<file path="config.mk">
export PLATFORM = sky130hd
export DESIGN_NAME = hz_fwd_unit
export DESIGN_NICKNAME = d
export VERILOG_FILES = /design/src/rtl/hz_pkg.sv /design/src/rtl/hz_rst_sync.sv /design/src/rtl/hz_stage_track.sv /design/src/rtl/hz_loaduse_detect.sv /design/src/rtl/hz_fwd_select.sv /design/src/rtl/hz_fwd_unit.sv
export SDC_FILE = /design/constraint.sdc
export NUM_CORES = 1
export LEC_CHECK = 0
export BUFFER_PORTS_ARGS = -buffer_cell sky130_fd_sc_hd__buf_2
export CAP_MARGIN = 20
export CORE_ASPECT_RATIO = 1.25
export CORE_MARGIN = 5
export CORE_UTILIZATION = 40
export CTS_CLUSTER_SIZE = 14
export DETAILED_ROUTE_END_ITERATION = 10
export PLACE_DENSITY = 0.58
export RECOVER_POWER = 100
export SLEW_MARGIN = 20
export SYNTH_ARGS = -nofsm -noshare
export SYNTH_HDL_FRONTEND = slang
export SYNTH_SLANG_ARGS = --single-unit
</file>
<file path="constraint.sdc">
create_clock -name clk -period 4.6 [get_ports clk]
set_input_delay 1.38 -clock clk [delete_from_list [all_inputs] [get_ports clk]]
set_output_delay 1.38 -clock clk [all_outputs]
set_load 0.02 [all_outputs]
</file>
<file path="src/rtl/hz_pkg.sv">
package hz_pkg;
  typedef enum logic [1:0] {
    FWD_RF    = 2'd0,
    FWD_EXMEM = 2'd1,
    FWD_MEMWB = 2'd2
  } fwd_sel_e;
endpackage

</file>
<file path="src/rtl/hz_rst_sync.sv">
module hz_rst_sync (
  input  logic clk,
  input  logic arst_n,
  output logic srst_n
);
  logic [1:0] sync_q;

  always_ff @(posedge clk or negedge arst_n) begin
    if (!arst_n) sync_q <= 2'b00;
    else         sync_q <= {sync_q[0], 1'b1};
  end

  assign srst_n = sync_q[1];
endmodule

</file>
<file path="src/rtl/hz_stage_track.sv">
module hz_stage_track #(
  parameter int REG_W = 5
) (
  input  logic             clk,
  input  logic             rst_n,
  input  logic             stall,
  input  logic             id_valid,
  input  logic [REG_W-1:0] id_rs,
  input  logic [REG_W-1:0] id_rt,
  input  logic             id_rs_used,
  input  logic             id_rt_used,
  input  logic [REG_W-1:0] id_rd,
  input  logic             id_wen,
  input  logic             id_load,
  output logic             ex_valid,
  output logic             ex_wen,
  output logic             ex_load,
  output logic [REG_W-1:0] ex_rd,
  output logic [REG_W-1:0] ex_rs,
  output logic [REG_W-1:0] ex_rt,
  output logic             ex_rs_used,
  output logic             ex_rt_used,
  output logic             mem_valid,
  output logic             mem_wen,
  output logic             mem_load,
  output logic [REG_W-1:0] mem_rd,
  output logic             wb_valid,
  output logic             wb_wen,
  output logic [REG_W-1:0] wb_rd
);
  logic             ex_valid_n, ex_wen_n, ex_load_n, ex_rs_used_n, ex_rt_used_n;
  logic [REG_W-1:0] ex_rd_n, ex_rs_n, ex_rt_n;
  logic             take_id;

  // An instruction enters execute only if decode holds one and no stall.
  assign take_id = id_valid && !stall;

  always_comb begin
    ex_valid_n   = 1'b0;
    ex_wen_n     = 1'b0;
    ex_load_n    = 1'b0;
    ex_rs_used_n = 1'b0;
    ex_rt_used_n = 1'b0;
    ex_rd_n      = '0;
    ex_rs_n      = '0;
    ex_rt_n      = '0;
    if (take_id) begin
      ex_valid_n   = 1'b1;
      ex_wen_n     = id_wen;
      ex_load_n    = id_load;
      ex_rs_used_n = id_rs_used;
      ex_rt_used_n = id_rt_used;
      ex_rd_n      = id_rd;
      ex_rs_n      = id_rs;
      ex_rt_n      = id_rt;
    end
  end

  always_ff @(posedge clk or negedge rst_n) begin
    if (!rst_n) begin
      ex_valid   <= 1'b0;
      ex_wen     <= 1'b0;
      ex_load    <= 1'b0;
      ex_rs_used <= 1'b0;
      ex_rt_used <= 1'b0;
      ex_rd      <= '0;
      ex_rs      <= '0;
      ex_rt      <= '0;
      mem_valid  <= 1'b0;
      mem_wen    <= 1'b0;
      mem_load   <= 1'b0;
      mem_rd     <= '0;
      wb_valid   <= 1'b0;
      wb_wen     <= 1'b0;
      wb_rd      <= '0;
    end else begin
      ex_valid   <= ex_valid_n;
      ex_wen     <= ex_wen_n;
      ex_load    <= ex_load_n;
      ex_rs_used <= ex_rs_used_n;
      ex_rt_used <= ex_rt_used_n;
      ex_rd      <= ex_rd_n;
      ex_rs      <= ex_rs_n;
      ex_rt      <= ex_rt_n;
      mem_valid  <= ex_valid;
      mem_wen    <= ex_wen;
      mem_load   <= ex_load;
      mem_rd     <= ex_rd;
      wb_valid   <= mem_valid;
      wb_wen     <= mem_wen;
      wb_rd      <= mem_rd;
    end
  end
endmodule

</file>
<file path="src/rtl/hz_loaduse_detect.sv">
module hz_loaduse_detect #(
  parameter int REG_W = 5,
  parameter int NSRC  = 2
) (
  input  logic                       id_valid,
  input  logic [NSRC-1:0][REG_W-1:0] id_src,
  input  logic [NSRC-1:0]            id_src_used,
  input  logic                       ex_valid,
  input  logic                       ex_wen,
  input  logic                       ex_load,
  input  logic [REG_W-1:0]           ex_rd,
  output logic                       stall
);
  logic [NSRC-1:0] hit;
  logic            producer_ok;

  assign producer_ok = ex_valid && ex_wen && ex_load && (ex_rd != '0);

  for (genvar s = 0; s < NSRC; s++) begin : g_src
    assign hit[s] = id_src_used[s] && (id_src[s] == ex_rd);
  end

  assign stall = id_valid && producer_ok && (|hit);
endmodule

</file>
<file path="src/rtl/hz_fwd_select.sv">
module hz_fwd_select #(
  parameter int REG_W = 5
) (
  input  logic             src_used,
  input  logic [REG_W-1:0] src,
  input  logic             mem_valid,
  input  logic             mem_wen,
  input  logic [REG_W-1:0] mem_rd,
  input  logic             wb_valid,
  input  logic             wb_wen,
  input  logic [REG_W-1:0] wb_rd,
  output logic [1:0]       sel
);
  import hz_pkg::*;

  logic     live, hit_mem, hit_wb;
  fwd_sel_e sel_e;

  assign live    = src_used && (src != '0);
  assign hit_mem = live && mem_valid && mem_wen && (mem_rd == src);
  assign hit_wb  = live && wb_valid  && wb_wen  && (wb_rd  == src);

  always_comb begin
    if (hit_mem)     sel_e = FWD_EXMEM;
    else if (hit_wb) sel_e = FWD_MEMWB;
    else             sel_e = FWD_RF;
  end

  assign sel = sel_e;
endmodule

</file>
<file path="src/rtl/hz_fwd_unit.sv">
module hz_fwd_unit #(
  parameter int REG_W = 5
) (
  input  logic             clk,
  input  logic             rst_n,
  input  logic             id_valid,
  input  logic [REG_W-1:0] id_rs,
  input  logic [REG_W-1:0] id_rt,
  input  logic             id_rs_used,
  input  logic             id_rt_used,
  input  logic [REG_W-1:0] id_rd,
  input  logic             id_wen,
  input  logic             id_load,
  output logic [1:0]       fwd_a_sel,
  output logic [1:0]       fwd_b_sel,
  output logic             hold_fd,
  output logic             bubble_ex
);
  localparam int NSRC = 2;

  logic             rst_s_n;
  logic             stall;
  logic             ex_valid, ex_wen, ex_load, ex_rs_used, ex_rt_used;
  logic [REG_W-1:0] ex_rd, ex_rs, ex_rt;
  logic             mem_valid, mem_wen, mem_load;
  logic [REG_W-1:0] mem_rd;
  logic             wb_valid, wb_wen;
  logic [REG_W-1:0] wb_rd;

  logic [NSRC-1:0][REG_W-1:0] id_src, ex_src;
  logic [NSRC-1:0]            id_src_used, ex_src_used;
  logic [NSRC-1:0][1:0]       sel_v;

  assign id_src      = {id_rt, id_rs};
  assign id_src_used = {id_rt_used, id_rs_used};
  assign ex_src      = {ex_rt, ex_rs};
  assign ex_src_used = {ex_rt_used, ex_rs_used};

  hz_rst_sync u_rst (
    .clk    (clk),
    .arst_n (rst_n),
    .srst_n (rst_s_n)
  );

  hz_stage_track #(.REG_W(REG_W)) u_track (
    .clk        (clk),
    .rst_n      (rst_s_n),
    .stall      (stall),
    .id_valid   (id_valid),
    .id_rs      (id_rs),
    .id_rt      (id_rt),
    .id_rs_used (id_rs_used),
    .id_rt_used (id_rt_used),
    .id_rd      (id_rd),
    .id_wen     (id_wen),
    .id_load    (id_load),
    .ex_valid   (ex_valid),
    .ex_wen     (ex_wen),
    .ex_load    (ex_load),
    .ex_rd      (ex_rd),
    .ex_rs      (ex_rs),
    .ex_rt      (ex_rt),
    .ex_rs_used (ex_rs_used),
    .ex_rt_used (ex_rt_used),
    .mem_valid  (mem_valid),
    .mem_wen    (mem_wen),
    .mem_load   (mem_load),
    .mem_rd     (mem_rd),
    .wb_valid   (wb_valid),
    .wb_wen     (wb_wen),
    .wb_rd      (wb_rd)
  );

  hz_loaduse_detect #(.REG_W(REG_W), .NSRC(NSRC)) u_lu (
    .id_valid    (id_valid),
    .id_src      (id_src),
    .id_src_used (id_src_used),
    .ex_valid    (ex_valid),
    .ex_wen      (ex_wen),
    .ex_load     (ex_load),
    .ex_rd       (ex_rd),
    .stall       (stall)
  );

  for (genvar s = 0; s < NSRC; s++) begin : g_fwd
    hz_fwd_select #(.REG_W(REG_W)) u_sel (
      .src_used  (ex_src_used[s]),
      .src       (ex_src[s]),
      .mem_valid (mem_valid),
      .mem_wen   (mem_wen),
      .mem_rd    (mem_rd),
      .wb_valid  (wb_valid),
      .wb_wen    (wb_wen),
      .wb_rd     (wb_rd),
      .sel       (sel_v[s])
    );
  end

  assign fwd_a_sel = sel_v[0];
  assign fwd_b_sel = sel_v[1];
  assign hold_fd   = stall;
  assign bubble_ex = stall;
endmodule

</file>
==> results of run 1 <==
==> registers in the layout (all words and copies together), names as in the netlist, 2 cells and up <==
signal          cells
u_rst.sync_q        2
u_track.ex_rd       5
u_track.ex_rs       5
u_track.ex_rt       5
u_track.mem_rd      5
u_track.wb_rd       5
==> per-layer routing <==
| layer | wire, um | vias to the layer above | global-route usage |
|---|---|---|---|
| li1 | - | 526 | - |
| met1 | 1120 | 488 | 0.143 |
| met2 | 1510 | 36 | 0.207 |
| met3 | 161 | 10 | 0.0366 |
| met4 | 103 | 0 | 0.0809 |
| met5 | 0 | - | 0 |
==> synth_stat cells <==
library cell and number:
a21boi_1 1, a21oi_1 20, and2_1 1, buf_2 2
buf_4 3, clkbuf_1 4, conb_1 1, dfrtp_1 36
nand2_1 22, nand4_1 7, nor2_1 1, nor3_1 3
nor4_1 4, o21ai_2 2, o22ai_1 1, or4_1 1
or4_4 1, xnor2_1 20, xor2_1 10
==> power by group through the flow <==
stage               Clock [uW]  Combinational [uW]  Sequential, uW
global route               291                69.6             350
CTS                        276                63.4             348
floorplan                    0                38.7             355
finish                     267                61.0             348
detailed placement           0                63.3             354
global placement             0                62.7             354
==> how the worst max path moves through the flow <==
stage | from | to | slack (ns) | cells past startpoint
after floorplan | id_rs[0] | hold_fd | 0.96 | 5
final | id_valid | bubble_ex | 0.77 | 5
after CTS | id_valid | bubble_ex | 0.84 | 5
after detailed placement | id_valid | bubble_ex | 0.86 | 5
after global routing | id_valid | bubble_ex | 0.62 | 5
after global placement | id_valid | hold_fd | 0.88 | 5
==> logic make-up (layout without fill, tap and decap cells) <==
group | count (synthesis) | in the layout | synth area share
buf+inv | 9 | 38 | 0.0308
other cells | 1 | 1 | 0.00243
compound gates | 24 | 24 | 0.0852
xor+xnor | 30 | 30 | 0.170
simple gates | 40 | 40 | 0.127
flops | 36 | 36 | 0.584
==> area by class of cell <==
cell class,instances,share of cell area
Multi-Input combinational cell,95,0.327
Clock buffer,5,0.0384
Sequential cell,36,0.502
Timing Repair Buffer,30,0.0809
Tap cell,40,0.0279
Clock inverter,3,0.0237
==> stage by stage <==
| step | hold WS [ns] | setup slack [ns] |
|---|---|---|
| global route | 0.360 | 0.622 |
| floorplan | 0.331 | 0.960 |
| detailed placement | 0.272 | 0.855 |
| finish | 0.359 | 0.775 |
| global placement | 0.270 | 0.876 |
| CTS | 0.279 | 0.844 |
==> worst max-delay path, delay by kind of cell <==
kind	cells	cell delay, ns
AOI/OAI and AO/OA	1	0.19
buffers and inverters	2	0.54
and+or+nand+nor	2	0.34
==> reports/qor.yml, run 1 <==
power_density_nw_per_um2: 377
grt_pass1_wl_um: 4970
place_inst: 201
hold_viol_final: 0
ys_warn_count: 0
p_switching_uw: 153
final_common_cell: "dfrtp_1"
seqCellArea_um2: 901
fp.dieW_um: 65.5
final_antenna_net_count: 0
status: "complete, but fails checks"
relSlewSlack: -0.128
hold_path_depth: 0
multiInputGateArea_um2: 586
final_cells: 209
worst_pin_slew_ns: 1.69
htreeDepth: 2
core_area_um2: 3750
design_area_um2: 1790
power_frac_seq: 0.515
finalMaxSlewViolations: 35
holdBufCountCts: 0
utilization: 0.478
wl_per_cell_um: 13.9
overflow: 0
routed_wl_um: 2900
fin_tns_setup_ns: 0
period_minus_slack_ns: 3.83
placed_cell_area_um2: 1700
rr_worst_depth: 1
syn_nets: 162
rr_endpoint: "u_track.mem_rd[2]"
synth_area_um2: 1540
dr.first_iter.drc_count: 21
rows: 25
nNetsFinal: 190
crit_slowest_cell: "buf_2"
power_leakage_uw: 0.000832
netlist.area_leader.share: 0.584
drive_gt1_frac: 0.195
clkSlewWorstSetupHoldPaths_ns: 0.07
timing.rr.start: "u_rst.sync_q[1]"
p_int_uw: 522
clock_latency_ns: 0.28
startpoint_type: "input pin"
ir_drop_mv: 0.261
endpoint_kind: "primary output"
cts_setup_buffers: 0
antenna_found_initial: 0
min_delay_worst_endpoint: "u_rst.sync_q[1]"
fin_crit_sh: 0.832
start_util: 0.411
final_cell_mix: "36 x dfrtp_1, 23 x buf_2, 22 x nand2_1, 20 x a21oi_1, 20 x xnor2_1"
rsz0062_at_grt: "no"
gp_congestion: 0.871
synth_seq_cells: 36
clockBufferDepth: 2
num-fill-cells: 367
grt_max_degree: 35
yosysTopAreaCell: "dfrtp_1"
grt_pass1_vias: 1121
violations: "capacitance limit, slew limit"
dr.pass1.iters: 4
io_buffers: 27
dieArea_um2: 5200
setup_viol: 0
cts.sinks: 36
arrival_ns: 2.45
drt_drc_violations_left: 0
swShare: 0.227
worstSetupPathType: "in2out"
via_per_inst: 5.07
hpwl_um: 2250
synth.distinct_cells: 19
maxCapViolCount: 1
route.vias.total: 1060
synth_area_leaders: "dfrtp_1 58%, xnor2_1 11%, a21oi_1 6.5%, xor2_1 5.7%, nand2_1 5.4%"
p_total_uw: 676
worstPathMaxFanout: 21
post_synth.cell_area_avg_um2: 11.0
hold_path_class: "reg2reg"
slowest_delay_ns: 0.30
cts-buffers-inserted: 5
diodes: 0
synth_seq_area_share: 0.584
ctsResizeCount: 0
gr-usage-all-layers: 0.127
cts_tree: "built"
reg2reg_setup_slack_ns: 2.85
io_pins: 28
pwr-share-comb: 0.090
syn_to_final_growth_pct: 16.3
postSynthCellCount: 140
clockPowerShare: 0.395
min_from: "u_rst.sync_q[0]"
skew_ns: 0.00510
fmax_mhz: 261
crit_required_ns: 3.22
crit_chain: "buf_2, nand4_1, a21oi_1, and2_0, clkbuf_1"
die_h_um: 79.4
cts_root_buf: "clkbuf_8"
Power figures use the tool's default switching activity.
==> run 2, diff against run 1 <==
--- a/config.mk
+++ b/config.mk
@@ -5,6 +5,7 @@
 export SDC_FILE = /design/constraint.sdc
 export NUM_CORES = 1
 export LEC_CHECK = 0
+export ABC_AREA = 1
 export BUFFER_PORTS_ARGS = -buffer_cell sky130_fd_sc_hd__buf_2
 export CAP_MARGIN = 20
 export CORE_ASPECT_RATIO = 1.25
@@ -12,7 +13,7 @@
 export CORE_UTILIZATION = 40
 export CTS_CLUSTER_SIZE = 14
 export DETAILED_ROUTE_END_ITERATION = 10
-export PLACE_DENSITY = 0.58
+export PLACE_DENSITY = 0.57
 export RECOVER_POWER = 100
 export SLEW_MARGIN = 20
 export SYNTH_ARGS = -nofsm -noshare
==> constraint.sdc (replaced) <==
create_clock -name clk -period 3.8 [get_ports clk]
set_input_delay 1.14 -clock clk [delete_from_list [all_inputs] [get_ports clk]]
set_output_delay 1.14 -clock clk [all_outputs]
set_load 0.02 [all_outputs]
==> run 2 against run 1 <==
Power up 15%. Critical path type unchanged. Sequential power up 20%. Via count up 14%. Final area up 5.2%. Cell count up 36%. Global-route usage up 0.66 points. Worst setup slack worse by 0.17 ns. The run still ends with capacitance limit, slew limit left. Routed wire length up 5.9%. Worst hold slack worse by 0.0027 ns.
==> reports/qor.yml, run 2 <==
antenna_found_initial: 0
io_pins: 28
status: "complete, but fails checks"
cts.sinks: 36
fin_tns_setup_ns: 0
placed_cell_area_um2: 1810
synthFlopType: "dfrtp_1"
post_synth.cell_area_avg_um2: 8.28
grt_max_degree: 35
period_minus_slack_ns: 3.19
startpoint_type: "input pin"
ctsResizeCount: 0
synth_mux_area_frac: 0
netlist.area_leader.share: 0.550
synth_xor_area_frac: 0.0641
fin_crit_sh: 0.840
overflow: 0
design_area_um2: 1890
holdBufCountCts: 0
start_util: 0.406
fp.dieW_um: 67.3
ir_drop_mv: 0.281
diodes: 0
final_common_cell: "nand2_1"
postSynthCellCount: 198
hold_path_class: "reg2reg"
grt_pass1_wl_um: 5310
worstSetupPathType: "in2out"
syn_to_final_growth_pct: 15.1
synth_area_um2: 1640
via_per_inst: 4.25
dieArea_um2: 5490
post-synth-top-count-cell: "nand2_1"
synth_commonest_cells: "46 x nand2_1, 38 x nor2_1, 36 x dfrtp_1, 36 x inv_1, 8 x xnor2_1"
core_area_um2: 4030
arrival_ns: 2.05
power_density_nw_per_um2: 413
fmax_mhz: 313
synth_compound_area_frac: 0.0145
synth.distinct_cells: 19
synth_edf_count: 0
endpoint_kind: "primary output"
gr-usage-all-layers: 0.133
synth_area_leaders: "dfrtp_1 55%, nand2_1 11%, nor2_1 8.7%, inv_1 8.2%, xnor2_1 4.3%"
relSlewSlack: -0.175
finalMaxSlewViolations: 35
maxCapViolCount: 1
synth_seq_area_share: 0.550
cts_root_buf: "clkbuf_8"
rows: 26
clock_latency_ns: 0.28
worstPathMaxFanout: 2
grt_pass1_vias: 1196
clkSlewWorstSetupHoldPaths_ns: 0.06
violations: "capacitance limit, slew limit"
ys_warn_count: 0
io_buffers: 27
route.vias.total: 1207
final_antenna_net_count: 0
worst_pin_slew_ns: 1.76
hold_viol_final: 0
dr.first_iter.drc_count: 44
drive_gt1_frac: 0.127
die_h_um: 81.6
crit_required_ns: 2.66
drt_drc_violations_left: 0
hpwl_um: 2380
final_cell_mix: "47 x nand2_1, 38 x nor2_1, 36 x inv_1, 36 x dfrtp_1, 19 x buf_2"
syn_nets: 220
synth_seq_cells: 36
wl_per_cell_um: 10.8
num-fill-cells: 433
setup_viol: 0
rsz0062_at_grt: "no"
dr.pass1.iters: 4
yosys.area_share.simple: 0.257
yosysTopAreaCell: "dfrtp_1"
async_flop_share: 1.00
htreeDepth: 2
nNetsFinal: 250
cts_setup_buffers: 0
cts-buffers-inserted: 5
power_leakage_uw: 0.00105
clockBufferDepth: 2
gp_congestion: 0.863
routed_wl_um: 3070
synth_top_family_by_area: "simple AND/OR/NAND/NOR gates"
cts_tree: "built"
synthAdderAreaFrac: 0
skew_ns: 0.00687
-- run 2: changes by cell type after synthesis, sizes merged, moves of 3 or more --
cell | before | now
nor4 | 4 | 0
xor2 | 10 | 4
nand4 | 7 | 4
a21oi | 20 | 1
clkbuf | 4 | 0
inv | 0 | 37
nand3 | 0 | 7
xnor2 | 20 | 8
nand2 | 22 | 47
nor2 | 1 | 40
-- run 2: per-layer routing --
| metal | up-vias | wire length [um] | global-route usage |
|---|---|---|---|
| li1 | 637 | - | - |
| met1 | 538 | 1240 | 0.147 |
| met2 | 26 | 1600 | 0.227 |
| met3 | 6 | 129 | 0.0342 |
| met4 | 0 | 98 | 0.0811 |
| met5 | - | 0 | 0 |
-- run 2: worst paths after layout --
path / start / endpoint / slack (ns) / depth (start not counted)
worst min-delay path: u_rst.sync_q[0] / u_rst.sync_q[1] / 0.36 / 0
worst max register to register: u_rst.sync_q[1] / u_track.mem_wen / 1.98 / 1
min in group asynchronous: rst_n / u_rst.sync_q[0] / 0.63 / 1
worst min register to register: u_rst.sync_q[0] / u_rst.sync_q[1] / 0.36 / 0
max in group asynchronous: u_rst.sync_q[1] / u_track.mem_wen / 1.98 / 1
worst max-delay path: id_rt[0] / hold_fd / 0.61 / 10
-- run 2: power breakdown --
group	switching, uW	leakage [uW]	internal (uW)
Clock	121	0.0000503	161
Combinational	45.0	0.000538	32.2
Sequential	16.3	0.000458	403
-- run 2: stage by stage --
step	worst slack, ns	total power [uW]	util	instances	hold slack (ns)
after detailed placement	0.691	506	0.448	277	0.277
after global routing	0.462	828	0.468	284	0.380
after floorplan	0.790	478	-	198	0.331
after global placement	0.686	506	0.448	277	0.277
after CTS	0.683	794	0.472	284	0.284
final	0.608	779	0.468	284	0.356
-- run 2: final cells by class --
| type | count | area, um^2 | area share |
|---|---|---|---|
| Clock buffer | 7 | 96.3 | 0.0511 |
| Multi-Input combinational cell | 120 | 552 | 0.292 |
| Tap cell | 56 | 70.1 | 0.0371 |
| Timing Repair Buffer | 28 | 129 | 0.0683 |
| Sequential cell | 36 | 901 | 0.477 |
| Inverter | 37 | 139 | 0.0736 |
-- run 2: critical path: stages --
cell      delay [ns]
clkbuf_1        0.10
inv_1           0.06
nand2_1         0.05
nand2_1         0.05
nor2_1          0.14
nand3_1         0.09
nand2_1         0.07
nand2_1         0.06
inv_1           0.06
clkbuf_1        0.23
-- run 2: kinds of logic after synthesis --
family | count (synthesis)
buffers and inverters | 42
DFF | 36
xor gates and xnor gates | 12
AOI/OAI and AO/OA | 4
and+or+nand+nor | 103
other | 1
